$ cat config.mk
export PLATFORM = sky130hd
export DESIGN_NAME = fill_trim_top
export DESIGN_NICKNAME = d
export VERILOG_FILES = /design/src/rtl/fill_trim_pkg.sv /design/src/rtl/fill_trim_ctl.sv /design/src/rtl/fill_trim_dp.sv /design/src/rtl/fill_trim_top.sv
export SDC_FILE = /design/constraint.sdc
export NUM_CORES = 1
export LEC_CHECK = 0
export ABC_AREA = 1
export BUFFER_PORTS_ARGS = -buffer_cell sky130_fd_sc_hd__clkbuf_2
export CORE_MARGIN = 4
export CORE_UTILIZATION = 60
export DETAILED_ROUTE_END_ITERATION = 10
export PLACE_DENSITY = 0.88
export SLEW_MARGIN = 20
export SYNTH_ARGS = -nofsm -noshare
export SYNTH_HDL_FRONTEND = slang
export SYNTH_HIERARCHICAL = 1
export SYNTH_SLANG_ARGS = --single-unit
export TNS_END_PERCENT = 1
$ cat constraint.sdc
create_clock -name clk -period 4.36 [get_ports clk]
set_clock_uncertainty 0.05 [all_clocks]
set_input_delay 0.872 -clock clk [delete_from_list [all_inputs] [get_ports clk]]
set_output_delay 0.872 -clock clk [all_outputs]
set_load 0.005 [all_outputs]
$ cat src/rtl/fill_trim_pkg.sv
package fill_trim_pkg;

  // Commands from the decision logic to the code register
  typedef struct packed {
    logic stepUp;
    logic stepDn;
    logic recenter;
  } trimCmd_t;

endpackage

$ cat src/rtl/fill_trim_ctl.sv
module fill_trim_ctl
  import fill_trim_pkg::*;
#(
  parameter int DEPTH   = 512,
  parameter int HI_MARK = 320,
  parameter int LO_MARK = 192,
  parameter int CNT_W   = 32,
  localparam int FILL_W = $clog2(DEPTH + 1)
) (
  input  logic              clk,
  input  logic              rstN,
  input  logic              lockIn,
  input  logic [CNT_W-1:0]  holdCycles,
  input  logic [FILL_W-1:0] fillLevel,
  input  logic              pushReq,
  input  logic              popReq,
  input  logic              atMax,
  input  logic              atMin,
  output trimCmd_t          cmd,
  output logic              overflowErr,
  output logic              underflowErr
);

  localparam logic [FILL_W-1:0] HI_LVL   = FILL_W'(HI_MARK);
  localparam logic [FILL_W-1:0] LO_LVL   = FILL_W'(LO_MARK);
  localparam logic [FILL_W-1:0] FULL_LVL = FILL_W'(DEPTH);

  logic [CNT_W-1:0] holdCnt;
  logic             holdDone;
  logic             tooFull;
  logic             tooEmpty;
  logic             stepAny;
  logic             ovfEvent;
  logic             unfEvent;

  // Occupancy zones; the band between the marks is a dead band
  always_comb begin
    tooFull  = fillLevel > HI_LVL;
    tooEmpty = fillLevel < LO_LVL;
    holdDone = holdCnt >= holdCycles;
  end

  always_comb begin
    cmd.recenter = !lockIn;
    cmd.stepUp   = lockIn && holdDone && tooFull  && !atMax;
    cmd.stepDn   = lockIn && holdDone && tooEmpty && !atMin;
    stepAny      = cmd.stepUp || cmd.stepDn;
  end

  // Hold-off timer: saturating up-counter, restarted by each step
  always_ff @(posedge clk or negedge rstN) begin
    if (!rstN) begin
      holdCnt <= '0;
    end else if (!lockIn || stepAny) begin
      holdCnt <= '0;
    end else if (holdCnt != '1) begin
      holdCnt <= holdCnt + 1'b1;
    end
  end

  always_comb begin
    ovfEvent = pushReq && (fillLevel == FULL_LVL);
    unfEvent = popReq  && (fillLevel == '0);
  end

  // Sticky buffer error flags, cleared while unlocked
  always_ff @(posedge clk or negedge rstN) begin
    if (!rstN) begin
      overflowErr  <= 1'b0;
      underflowErr <= 1'b0;
    end else if (!lockIn) begin
      overflowErr  <= 1'b0;
      underflowErr <= 1'b0;
    end else begin
      if (ovfEvent) overflowErr  <= 1'b1;
      if (unfEvent) underflowErr <= 1'b1;
    end
  end

  // with a nonzero hold-off, two steps never fall on adjacent edges
  a_r5_no_back_to_back: assert property (@(posedge clk) disable iff (!rstN)
    (stepAny && holdCycles != '0) |=> !stepAny);

  // dead-band occupancy never produces a step command
  a_r3_dead_band: assert property (@(posedge clk) disable iff (!rstN)
    (!tooFull && !tooEmpty) |-> !(cmd.stepUp || cmd.stepDn));

  // unlock clears timer and flags on the following edge
  a_r8_unlock_clear: assert property (@(posedge clk) disable iff (!rstN)
    !lockIn |=> (holdCnt == '0 && !overflowErr && !underflowErr));

  // a write into a full buffer is flagged one cycle later
  a_r9_overflow_flag: assert property (@(posedge clk) disable iff (!rstN)
    (lockIn && ovfEvent) |=> overflowErr);

  // a read from an empty buffer is flagged one cycle later
  a_r9_underflow_flag: assert property (@(posedge clk) disable iff (!rstN)
    (lockIn && unfEvent) |=> underflowErr);

endmodule

$ cat src/rtl/fill_trim_dp.sv
module fill_trim_dp
  import fill_trim_pkg::*;
#(
  parameter int CODE_W      = 8,
  parameter int CODE_CENTER = 128
) (
  input  logic              clk,
  input  logic              rstN,
  input  trimCmd_t          cmd,
  output logic [CODE_W-1:0] codeQ,
  output logic              strobeQ,
  output logic              atMax,
  output logic              atMin
);

  localparam logic [CODE_W-1:0] CENTER_C = CODE_W'(CODE_CENTER);
  localparam logic [CODE_W-1:0] MAX_C    = '1;
  localparam logic [CODE_W-1:0] MIN_C    = '0;

  logic [CODE_W-1:0] codeNext;

  always_comb begin
    atMax = codeQ == MAX_C;
    atMin = codeQ == MIN_C;
  end

  always_comb begin
    codeNext = codeQ;
    if (cmd.recenter) begin
      codeNext = CENTER_C;
    end else if (cmd.stepUp && !atMax) begin
      codeNext = codeQ + 1'b1;
    end else if (cmd.stepDn && !atMin) begin
      codeNext = codeQ - 1'b1;
    end
  end

  always_ff @(posedge clk or negedge rstN) begin
    if (!rstN) begin
      codeQ   <= CENTER_C;
      strobeQ <= 1'b0;
    end else begin
      codeQ   <= codeNext;
      strobeQ <= codeNext != codeQ;
    end
  end

  // outside recentering, the code moves by one LSB at most
  a_r4_one_lsb: assert property (@(posedge clk) disable iff (!rstN)
    ((codeQ != $past(codeQ)) && !$past(cmd.recenter)) |->
      (codeQ == $past(codeQ) + 1'b1 || codeQ == $past(codeQ) - 1'b1));

  // no wrap from the top end
  a_r6_no_wrap_top: assert property (@(posedge clk) disable iff (!rstN)
    (codeQ == MAX_C && !cmd.recenter) |=> codeQ == MAX_C || codeQ == MAX_C - 1'b1);

  // no wrap from the bottom end
  a_r6_no_wrap_bottom: assert property (@(posedge clk) disable iff (!rstN)
    (codeQ == MIN_C && !cmd.recenter) |=> codeQ == MIN_C || codeQ == MIN_C + 1'b1);

  // strobe marks exactly the cycles with a new code
  a_r7_strobe_matches: assert property (@(posedge clk) disable iff (!rstN)
    strobeQ == (codeQ != $past(codeQ)));

  // recentering lands on the centre code
  a_r8_recenter: assert property (@(posedge clk) disable iff (!rstN)
    cmd.recenter |=> codeQ == CENTER_C);

endmodule

$ cat src/rtl/fill_trim_top.sv
module fill_trim_top
  import fill_trim_pkg::*;
#(
  parameter int CODE_W      = 8,
  parameter int CODE_CENTER = 128,
  parameter int DEPTH       = 512,
  parameter int HI_MARK     = 320,
  parameter int LO_MARK     = 192,
  parameter int CNT_W       = 32,
  localparam int FILL_W     = $clog2(DEPTH + 1)
) (
  input  logic              clk,
  input  logic              rstN,
  input  logic              lockIn,
  input  logic [CNT_W-1:0]  holdCycles,
  input  logic [FILL_W-1:0] fillLevel,
  input  logic              pushReq,
  input  logic              popReq,
  output logic [CODE_W-1:0] trimCode,
  output logic              trimStrobe,
  output logic              overflowErr,
  output logic              underflowErr
);

  trimCmd_t cmd;
  logic     atMax;
  logic     atMin;

  fill_trim_ctl #(
    .DEPTH  (DEPTH),
    .HI_MARK(HI_MARK),
    .LO_MARK(LO_MARK),
    .CNT_W  (CNT_W)
  ) u_ctl (
    .clk         (clk),
    .rstN        (rstN),
    .lockIn      (lockIn),
    .holdCycles  (holdCycles),
    .fillLevel   (fillLevel),
    .pushReq     (pushReq),
    .popReq      (popReq),
    .atMax       (atMax),
    .atMin       (atMin),
    .cmd         (cmd),
    .overflowErr (overflowErr),
    .underflowErr(underflowErr)
  );

  fill_trim_dp #(
    .CODE_W     (CODE_W),
    .CODE_CENTER(CODE_CENTER)
  ) u_dp (
    .clk    (clk),
    .rstN   (rstN),
    .cmd    (cmd),
    .codeQ  (trimCode),
    .strobeQ(trimStrobe),
    .atMax  (atMax),
    .atMin  (atMin)
  );

endmodule

==> impl_metrics.csv, run 1 <==
group,metric,value,unit
clock_network,clk_pin_slew,0.08,ns
clock_network,cts_resized,0,
power_and_ir_drop,p_sw_frac,0.236,
finish,nets,675,
critical_path,worstReg2RegEnd,"u_dp/codeQ[3]$_DFF_PN0_",
timing,final-setup-viol-count,0,
outcome,status,"complete, no violations",
timing,tightest_slew,0.934,ns
route,drtPass1Iterations,5,
finish,multi_input_area,2190,um^2
logic_synthesis,synth_compound_area_frac,0.0850,
route,vias_per_cell,5.42,
logic_synthesis,synthDistinctLibCells,38,
route,drt-total-wl,8620,um
timing,hold_violations,0,
timing,slew_viol_final,0,
logic_synthesis,netlist_area,3650,um^2
power_and_ir_drop,p_comb_frac,0.102,
timing,final.min_clock_period,2.77,ns
global_route,grt_pass1_wl,14700,um
global_route,grt-ovfl-total,0,
placement,hpwl,6810,um
job,maxCapViolations,0,
placement,place_ws,1.34,ns
critical_path,crit_path_end_kind,"flip-flop",
logic_synthesis,syn-num-nets,615,
clock_network,cts_setup_buffers,0,
clock_network,numCtsBuffers,5,
worst_hold_path,holdPathStages,2,
global_route,grt_max_degree,44,
logic_synthesis,ys_seq_area_frac,0.295,
timing,setup_ws,1.59,ns
power_and_ir_drop,clockPowerShare,0.400,
route,drtIter0Drc,223,
power_and_ir_drop,p_per_area,197,nW/um^2
critical_path,regToRegStartpoint,"u_dp/codeQ[0]$_DFF_PN0_",
logic_synthesis,synth_xor_area_frac,0.0480,
finish,finalNonFillerCells,669,
clock_network,htreeDepth,2,
logic_synthesis,syn_inst,533,
placement,port-buffer-count,57,
floorplanning,ios,58,
critical_path,critPathCapture,"u_dp/codeQ[3]$_DFF_PN0_",
power_and_ir_drop,sequentialPowerShare,0.498,
timing,clock.fmax,361,MHz
critical_path,cp.arrival,2.90,ns
floorplanning,die_y,86.0,um
power_and_ir_drop,p_leak,2.27,nW
finish,layout-drive-gt1-share,0.162,
floorplanning,core,5920,um^2
critical_path,reg2reg_depth,12,
logic_synthesis,syn_area_per_cell,6.85,um^2
power_and_ir_drop,peakVddDrop,0.150,mV
critical_path,reg2reg_slack,1.59,ns
timing,post-route-period-util,0.635,
finish,layout.cells.most_common_list,"nand2_1 (113), inv_1 (90), nor2_1 (89)",
finish,fill_cells,495,
finish,seq_area,1080,um^2
clock_network,cts_max_path_buffers,2,
clock_network,clock_latency,0.30,ns
worst_hold_path,hold_class,"reg -> reg",
power_and_ir_drop,switchingPower,192,uW
timing,rsz0062_at_grt,"no",
global_route,grt_usage,0.245,
route,wl_per_cell,12.9,um
finish,n_antenna_cell,0,
placement,gp_congestion,0.987,
global_route,antenna_found_initial,0,
critical_path,path_max_fanout,7,
logic_synthesis,synth_top_family_by_area,"simple AND/OR/NAND/NOR gates",
route,drcViolationCount,0,
critical_path,cp.required,4.49,ns
route,antenna_left,0,
clock_network,cts_hold_buf,0,
clock_network,clockRootBuffer,"clkbuf_8",
finish,syn2layout_area_growth,12.9,%
critical_path,crit_path_start,"u_dp/codeQ[0]$_DFF_PN0_",
clock_network,clkSinkCount,43,
logic_synthesis,synthMuxAreaShare,0,
logic_synthesis,yosysWarnings,6,
power_and_ir_drop,internal-power,621,uW
logic_synthesis,ys_seq_elements,43,
route,vias,3626,
timing,fin_setup_tns,0,ns
floorplanning,floorplan.rows,28,
floorplanning,die_area,7400,um^2
placement,dpl.cell_count,661,
floorplanning,start_util,0.617,
finish,layout_commonest_cell,"nand2_1",
logic_synthesis,synth_adder_area_share,0.120,
global_route,grt_pass1_vias,3417,
logic_synthesis,yosys.area_share.simple,0.347,
clock_network,cts_tree,"done",
critical_path,cp-start-kind,"flip-flop",
timing,slew-limit-headroom,0.377,
critical_path,worstSetupPathType,"reg -> reg",
floorplanning,die_x,86.0,um
per-layer routing:
metal / global-route usage / wire [um] / vias to the layer above
met4: 0.0993 / 185 / 0
met1: 0.307 / 3520 / 1645
li1: - / - / 1815
met5: 0 / 0 / -
met2: 0.417 / 4320 / 145
met3: 0.0432 / 597 / 21
power by group through the flow:
stage          Clock [mW]  Sequential [mW]  Combinational [mW]
2_1_floorplan           0            0.412              0.0430
5_1_grt             0.348            0.405              0.0970
6_report            0.325            0.404              0.0830
4_1_cts             0.331            0.404              0.0842
3_5_place_dp            0            0.412              0.0838
3_3_place_gp            0            0.412              0.0792
flip-flops by register name (all words and copies together) (netlist names):
register / cells
u_ctl/underflowErr: 1
u_ctl/overflowErr: 1
u_ctl/holdCnt: 32
u_dp/codeQ: 8
u_dp/strobeQ: 1
cell type report:
| type | instances | area share |
|---|---|---|
| Sequential cell | 43 | 0.261 |
| Tap cell | 75 | 0.0227 |
| Clock buffer | 6 | 0.0200 |
| Multi-Input combinational cell | 391 | 0.531 |
| Clock inverter | 2 | 0.00849 |
| Timing Repair Buffer | 58 | 0.0710 |
| Inverter | 94 | 0.0855 |
critical path: stages (launching register included):
cell       delay, ns
dfrtp_1         0.46
inv_1           0.09
ha_1            0.27
nand2_1         0.19
nor2_1          0.08
a2111oi_0       0.62
and3_1          0.32
o21ai_4         0.10
nor2_1          0.10
nand2_1         0.06
o21ai_1         0.11
and2_1          0.16
nor2_1          0.05
through the flow:
stage	area (um^2)	hold slack (ns)	utilization	total power, mW
floorplan	3650	0.436	-	0.455
global placement	4010	0.428	0.677	0.491
detailed placement	4010	0.458	0.677	0.496
CTS	4130	0.471	0.697	0.820
global route	4130	0.508	0.697	0.850
finish	4130	0.465	0.697	0.813
cell usage after synthesis:
master	n	area, um^2
nand2_1	113	424
inv_1	90	338
nor2_1	89	334
dfrtp_1	42	1050
ha_1	35	438
nand3_1	34	170
a21oi_1	18	90.1
xor2_1	15	131
o21ai_0	14	70.1
nor3_1	10	50.1
nand4_1	8	50.1
nand3_2	7	70.1
nor4_1	7	43.8
xnor2_1	5	43.8
buf_2	4	20.0
inv_2	4	15.0
nand2_2	4	25.0
nor2_2	4	25.0
o21ai_1	4	20.0
a21o_1	3	22.5
a31o_2	2	17.5
a31oi_1	2	12.5
nor2_4	2	22.5
o21a_1	2	15.0
o21bai_1	2	15.0
a2111oi_0	1	8.76
and2_1	1	6.26
and3_1	1	6.26
buf_6	1	11.3
dfstp_2	1	26.3
nand2_4	1	11.3
nand4_2	1	12.5
nor3_2	1	10.0
o21ai_2	1	8.76
o21ai_4	1	16.3
o22ai_1	1	6.26
o31ai_1	1	7.51
or2_2	1	6.26
kinds of logic (layout without fill, tap and decap cells):
family / count (synthesis) / count (layout)
simple gates: 284 / 284
buf+inv: 99 / 160
compound gates: 52 / 52
flops: 43 / 43
fa+ha+maj: 35 / 35
xor+xnor: 20 / 20
worst min-delay path by stage:
stage                                        start                              to
floorplan           u_ctl/underflowErr$_DFFE_PN0P_  u_ctl/underflowErr$_DFFE_PN0P_
global placement    u_ctl/underflowErr$_DFFE_PN0P_  u_ctl/underflowErr$_DFFE_PN0P_
detailed placement  u_ctl/underflowErr$_DFFE_PN0P_  u_ctl/underflowErr$_DFFE_PN0P_
CTS                 u_ctl/underflowErr$_DFFE_PN0P_  u_ctl/underflowErr$_DFFE_PN0P_
global route         u_ctl/overflowErr$_DFFE_PN0P_   u_ctl/overflowErr$_DFFE_PN0P_
finish              u_ctl/underflowErr$_DFFE_PN0P_  u_ctl/underflowErr$_DFFE_PN0P_
Power figures use the tool's default switching activity.
==> inputs of run 2 (changes only) <==
ABC_AREA = 0   (was 1)
CORE_UTILIZATION = 51   (was 60)
PLACE_DENSITY = 0.81   (was 0.88)
clock period = 2.4 ns   (was 4.36 ns; I/O delays follow)
==> impl_metrics.csv, run 2 <==
group,metric,value,unit
worst_hold_path,hold_class,"in -> async",
power_and_ir_drop,internal-power,1.05,mW
finish,nets,618,
clock_network,numCtsBuffers,5,
critical_path,crit_chain,"inv_2 -> ha_4 -> nand2b_4 -> a2111o_1 -> a311oi_2 -> a31oi_4 -> nor2_4 -> nor2_2 -> buf_6 -> o21ai_4 -> mux2i_1 -> mux2_1",
timing,post-route-period-util,1.18,
timing,slew_viol_final,0,
power_and_ir_drop,clockPowerShare,0.319,
finish,layout_commonest_cell,"buf_4",
floorplanning,ios,58,
outcome,status,"complete, but fails checks",
logic_synthesis,yosysWarnings,6,
route,drt-total-wl,9010,um
floorplanning,die_area,7950,um^2
finish,layout.cells.most_common_list,"buf_4 (81), clkbuf_2 (57), nor2_1 (49)",
logic_synthesis,syn_area_per_cell,8.44,um^2
critical_path,cp.required,2.54,ns
outcome,violations,"setup timing",
clock_network,cts_max_path_buffers,2,
critical_path,cp.depth,12,
finish,top_register,"u_ctl/holdCnt",
logic_synthesis,syn_inst,398,
floorplanning,start_util,0.526,
route,drtIter0Drc,173,
power_and_ir_drop,peakVddDrop,0.265,mV
timing,tightest_slew,0.557,ns
logic_synthesis,synth_flop_cell,"dfrtp_1",
global_route,grt_max_degree,44,
clock_network,htreeDepth,2,
critical_path,cp.arrival,2.97,ns
floorplanning,die_y,89.2,um
finish,fin_util,0.726,
critical_path,max_stage_delay,0.40,ns
critical_path,worstSetupPathType,"reg -> reg",
timing,final.min_clock_period,2.83,ns
placement,hpwl,6830,um
power_and_ir_drop,p_leak,2.29,nW
logic_synthesis,synth_area_leaders,"dfrtp_1 (31%), ha_1 (13%), nor2_1 (6.4%)",
global_route,grt_pass1_vias,3476,
logic_synthesis,synthDistinctLibCells,52,
clock_network,clockRootBuffer,"clkbuf_8",
timing,slew-limit-headroom,0.628,
critical_path,cp-start-kind,"flip-flop",
route,wl_per_cell,14.7,um
logic_synthesis,synth.most_common_cell,"nor2_1",
floorplanning,core,6390,um^2
placement,place_ws,-0.727,ns
timing,setup_ws,-0.427,ns
critical_path,reg2reg_depth,12,
critical_path,worst_path_max_delay_cell,"dfrtp_1",
logic_synthesis,synth_top_area_frac,0.313,
critical_path,crit_path_end_kind,"flip-flop",
clock_network,clock_latency,0.30,ns
route,vias_per_cell,5.60,
finish,layout-drive-gt1-share,0.346,
global_route,grt_usage,0.232,
timing,hold_violations,0,
finish,n_antenna_cell,0,
clock_network,cts_hold_buf,0,
global_route,grt_pass1_wl,14700,um
power_and_ir_drop,p_per_area,309,nW/um^2
logic_synthesis,netlist_area,3360,um^2
timing,final-setup-viol-count,41,
logic_synthesis,synth_largest_area_cell,"dfrtp_1",
logic_synthesis,ys_seq_area_frac,0.321,
critical_path,path_max_fanout,4,
clock_network,clkSinkCount,43,
power_and_ir_drop,p_sw_frac,0.268,
power_and_ir_drop,switchingPower,383,uW
job,maxCapViolations,0,
power_and_ir_drop,p_comb_frac,0.165,
logic_synthesis,synth_top_cells_by_count,"nor2_1 (57), dfrtp_1 (42), inv_1 (40), ha_1 (35), nand2_1 (30)",
placement,port-buffer-count,57,
floorplanning,die_x,89.2,um
power_and_ir_drop,sequentialPowerShare,0.516,
clock_network,cts_tree,"done",
critical_path,crit_buf_inv,2,
critical_path,reg2reg_slack,-0.43,ns
global_route,antenna_found_initial,0,
finish,syn2layout_area_growth,37.9,%
placement,gp_congestion,0.917,
finish,largest_reg_flops,32,
critical_path,crit_family,"compound AO/OA/AOI/OAI gates",
timing,rsz0062_at_grt,"yes",
route,drcViolationCount,0,
logic_synthesis,syn-num-nets,480,
logic_synthesis,async_reset_ff_frac,1.00,
floorplanning,floorplan.rows,29,
finish,top_regs,"u_ctl/holdCnt: 32 flops, u_dp/codeQ: 8 flops",
timing,fin_setup_tns,-4.15,ns
logic_synthesis,synth_edf_count,0,
clock_network,clk_pin_slew,0.09,ns
logic_synthesis,ys_seq_elements,43,
global_route,grt-ovfl-total,0,
route,antenna_left,0,
route,vias,3437,
timing,clock.fmax,354,MHz
route,drtPass1Iterations,5,
## run 2: cell count changes after synthesis, sizes merged, moves of 8 or more
cell,delta
o21ai,-8
xnor2,+16
nand3,-28
clkbuf,+8
nand2,-88
nor2,-37
inv,-54
## run 2: per-layer routing
layer / vias up / wire [um] / GRT usage
li1: 1694 / - / -
met1: 1625 / 3850 / 0.284
met2: 101 / 4470 / 0.413
met3: 17 / 537 / 0.0442
met4: 0 / 155 / 0.0690
met5: - / 0 / 0
## run 2: area by class of cell
cell class / instances / area (um^2)
multi-input combinational: 305 / 2290
fill: 495 / 1750
sequential: 43 / 1080
timing repair buffer: 141 / 936
inverter: 40 / 150
tap: 77 / 96.3
clock buffer: 5 / 68.8
clock inverter: 3 / 15.0
## run 2: worst reg2reg max path, stage by stage (launching register included)
cell and delay, ns:
dfrtp_1 0.40, inv_2 0.08, ha_4 0.19, nand2b_4 0.13, a2111o_1 0.38, a311oi_2 0.35
a31oi_4 0.16, nor2_4 0.14, nor2_2 0.06, buf_6 0.12, o21ai_4 0.08, mux2i_1 0.26
mux2_1 0.34
## run 2: path summary, 6_finish.rpt
check / to / start
max: u_dp/codeQ[4]$_DFF_PN0_ / u_ctl/holdCnt[0]$_DFFE_PN0P_
min: u_dp/codeQ[6]$_DFF_PN0_ / rstN
max reg2reg: u_dp/codeQ[4]$_DFF_PN0_ / u_ctl/holdCnt[0]$_DFFE_PN0P_
min reg2reg: u_ctl/underflowErr$_DFFE_PN0P_ / u_ctl/underflowErr$_DFFE_PN0P_
max in group asynchronous: u_ctl/holdCnt[23]$_DFFE_PN0P_ / rstN
min in group clk: u_ctl/underflowErr$_DFFE_PN0P_ / popReq
## run 2: repair_timing
item	CTS	global route
endpoints found under the setup margin	41	41
pin swaps	12	11
buffers inserted	1	3
gates resized for setup	17	15
## run 2: power by group through the flow
stage                     Sequential (mW)  Clock, mW  Combinational, mW
after floorplan                     0.756          0             0.0904
after global placement              0.752          0              0.198
after detailed placement            0.752          0              0.212
after CTS                           0.738      0.462              0.228
after global routing                0.739      0.496              0.265
final                               0.738      0.456              0.236
## run 2: cells by family after synthesis
| kind of cell | Yosys count | synth area share |
|---|---|---|
| simple gates | 175 | 0.268 |
| flops | 43 | 0.321 |
| buf+inv | 50 | 0.0584 |
| xor+xnor | 30 | 0.0782 |
| fa+ha+maj | 35 | 0.130 |
| compound gates | 55 | 0.113 |
| mux | 10 | 0.0313 |
## run 2: through the flow
stage	hold slack (ns)	instance area [um^2]	cells	total power, mW
after floorplan	0.134	3400	398	0.847
after global placement	0.432	4350	602	0.950
after detailed placement	0.440	4350	602	0.964
after CTS	0.215	4520	611	1.43
after global routing	0.234	4630	614	1.50
final	0.176	4630	614	1.43
==> inputs of run 3 (changes only) <==
CORE_MARGIN = 1.5   (was 4)
CTS_CLUSTER_DIAMETER = 200   (was default)
==> impl_metrics.csv, run 3 (synthesis results as in run 2) <==
group,metric,value,unit
timing,final-setup-viol-count,9,
critical_path,worstSetupPathType,"reg -> reg",
floorplanning,start_util,0.529,
power_and_ir_drop,p_leak,2.30,nW
placement,dpl_cell_area,4330,um^2
critical_path,path_max_fanout,7,
timing,rsz0062_at_grt,"yes",
timing,slew_viol_final,0,
finish,fin_util,0.726,
critical_path,crit_path_start,"u_ctl/holdCnt[30]$_DFFE_PN0P_",
route,wl_per_cell,14.5,um
clock_network,cts_max_path_buffers,2,
route,drtIter0Drc,232,
critical_path,cp.arrival,2.97,ns
placement,gp_congestion,0.906,
timing,post-route-period-util,1.17,
worst_hold_path,hold_class,"in -> async",
finish,n_antenna_cell,0,
route,drt-total-wl,8860,um
clock_network,clkSinkCount,43,
clock_network,clk_pin_slew,0.08,ns
floorplanning,die_x,84.2,um
global_route,grt_pass1_vias,3369,
critical_path,regToRegStartpoint,"u_ctl/holdCnt[30]$_DFFE_PN0P_",
power_and_ir_drop,peakVddDrop,0.218,mV
timing,tightest_slew,0.567,ns
global_route,grt_usage,0.259,
outcome,violations,"setup timing",
route,antenna_left,0,
power_and_ir_drop,p_per_area,320,nW/um^2
timing,hold_violations,0,
finish,largest_reg_flops,32,
floorplanning,floorplan.rows,29,
clock_network,htreeDepth,2,
timing,fin_setup_tns,-2.96,ns
critical_path,cp-start-kind,"flip-flop",
critical_path,worstReg2RegEnd,"u_dp/codeQ[7]$_DFF_PN1_",
critical_path,crit_path_end_kind,"flip-flop",
clock_network,cts_tree,"done",
critical_path,cp.required,2.57,ns
job,maxCapViolations,0,
finish,layout.cells.most_common_list,"buf_4 (80), clkbuf_2 (57), nor2_1 (48)",
floorplanning,core,6350,um^2
global_route,grt_max_degree,44,
route,vias,3464,
route,drtPass1Iterations,5,
finish,layout_commonest_cell,"buf_4",
critical_path,reg2reg_slack,-0.40,ns
timing,slew-limit-headroom,0.622,
clock_network,clock_latency,0.30,ns
finish,layout-drive-gt1-share,0.348,
placement,dpl.cell_count,599,
finish,design_area,4610,um^2
clock_network,numCtsBuffers,5,
outcome,status,"complete, but fails checks",
route,vias_per_cell,5.66,
power_and_ir_drop,p_total,1.48,mW
route,drcViolationCount,0,
global_route,grt_pass1_wl,15100,um
clock_network,clockRootBuffer,"clkbuf_8",
timing,final.min_clock_period,2.80,ns
global_route,antenna_found_initial,0,
floorplanning,ios,58,
finish,syn2layout_area_growth,37.1,%
placement,hpwl,6630,um
timing,clock.fmax,357,MHz
timing,setup_ws,-0.400,ns
placement,port-buffer-count,57,
finish,top_regs,"u_ctl/holdCnt: 32 flops, u_dp/codeQ: 8 flops",
finish,nets,616,
finish,top_register,"u_ctl/holdCnt",
finish,finalNonFillerCells,612,
floorplanning,die_area,7090,um^2
critical_path,reg2reg_depth,12,
clock_network,cts_hold_buf,0,
global_route,grt-ovfl-total,0,
critical_path,critPathCapture,"u_dp/codeQ[7]$_DFF_PN1_",
floorplanning,die_y,84.2,um
run 3: repair_timing:
item                       CTS  global route
buffers inserted             3             2
setup endpoints to repair   41            41
pin swaps                   12             5
cloned                       0             0
resized for setup           19            13
run 3: final cells by class:
class	instances	area, um^2
clock buffers	8	100
fillers	475	1740
inverters	40	150
multi-input cells	305	2270
flip-flops and latches	43	1080
well taps	77	96.3
repair buffers	139	917
run 3: worst min path at each step:
stage | start | slack [ns] | to | depth (start not counted)
floorplan | rstN | 0.13 | u_ctl/holdCnt[0]$_DFFE_PN0P_ | 0
global placement | u_ctl/overflowErr$_DFFE_PN0P_ | 0.43 | u_ctl/overflowErr$_DFFE_PN0P_ | 2
detailed placement | u_ctl/overflowErr$_DFFE_PN0P_ | 0.44 | u_ctl/overflowErr$_DFFE_PN0P_ | 2
CTS | rstN | 0.22 | u_ctl/underflowErr$_DFFE_PN0P_ | 2
global route | rstN | 0.25 | u_dp/codeQ[1]$_DFF_PN0_ | 2
finish | rstN | 0.20 | u_dp/strobeQ$_DFF_PN0_ | 2
run 3: layer usage:
metal / part of all wire / wire, um / up-vias / global-route usage
met5: 0 / 0 / - / 0
met4: 0.019 / 165 / 0 / 0.0924
met3: 0.060 / 533 / 19 / 0.0334
met2: 0.48 / 4300 / 131 / 0.447
met1: 0.44 / 3870 / 1628 / 0.334
li1: - / - / 1686 / -
run 3: metrics by stage:
| step | worst slack, ns | hold slack, ns |
|---|---|---|
| 4_1_cts | -0.516 | 0.218 |
| 3_5_place_dp | -0.921 | 0.435 |
| 5_1_grt | -0.543 | 0.248 |
| 2_1_floorplan | -0.285 | 0.134 |
| 3_3_place_gp | -0.780 | 0.427 |
| 6_report | -0.400 | 0.196 |
run 3: worst max-delay path: stages, from the launching register on:
cell,delay [ns]
dfrtp_1,0.43
ha_4,0.29
nand4_1,0.18
nor4_4,0.32
o21ai_1,0.14
a31oi_2,0.23
nor2_2,0.07
buf_4,0.14
nor2_4,0.16
buf_4,0.15
o2111ai_1,0.11
mux2i_2,0.23
mux2i_1,0.25
run 3: power breakdown:
part | total [mW] | switching (mW) | internal, mW
combinational | 0.226 | 0.121 | 0.105
sequential | 0.738 | 0.00539 | 0.733
clock | 0.511 | 0.249 | 0.263
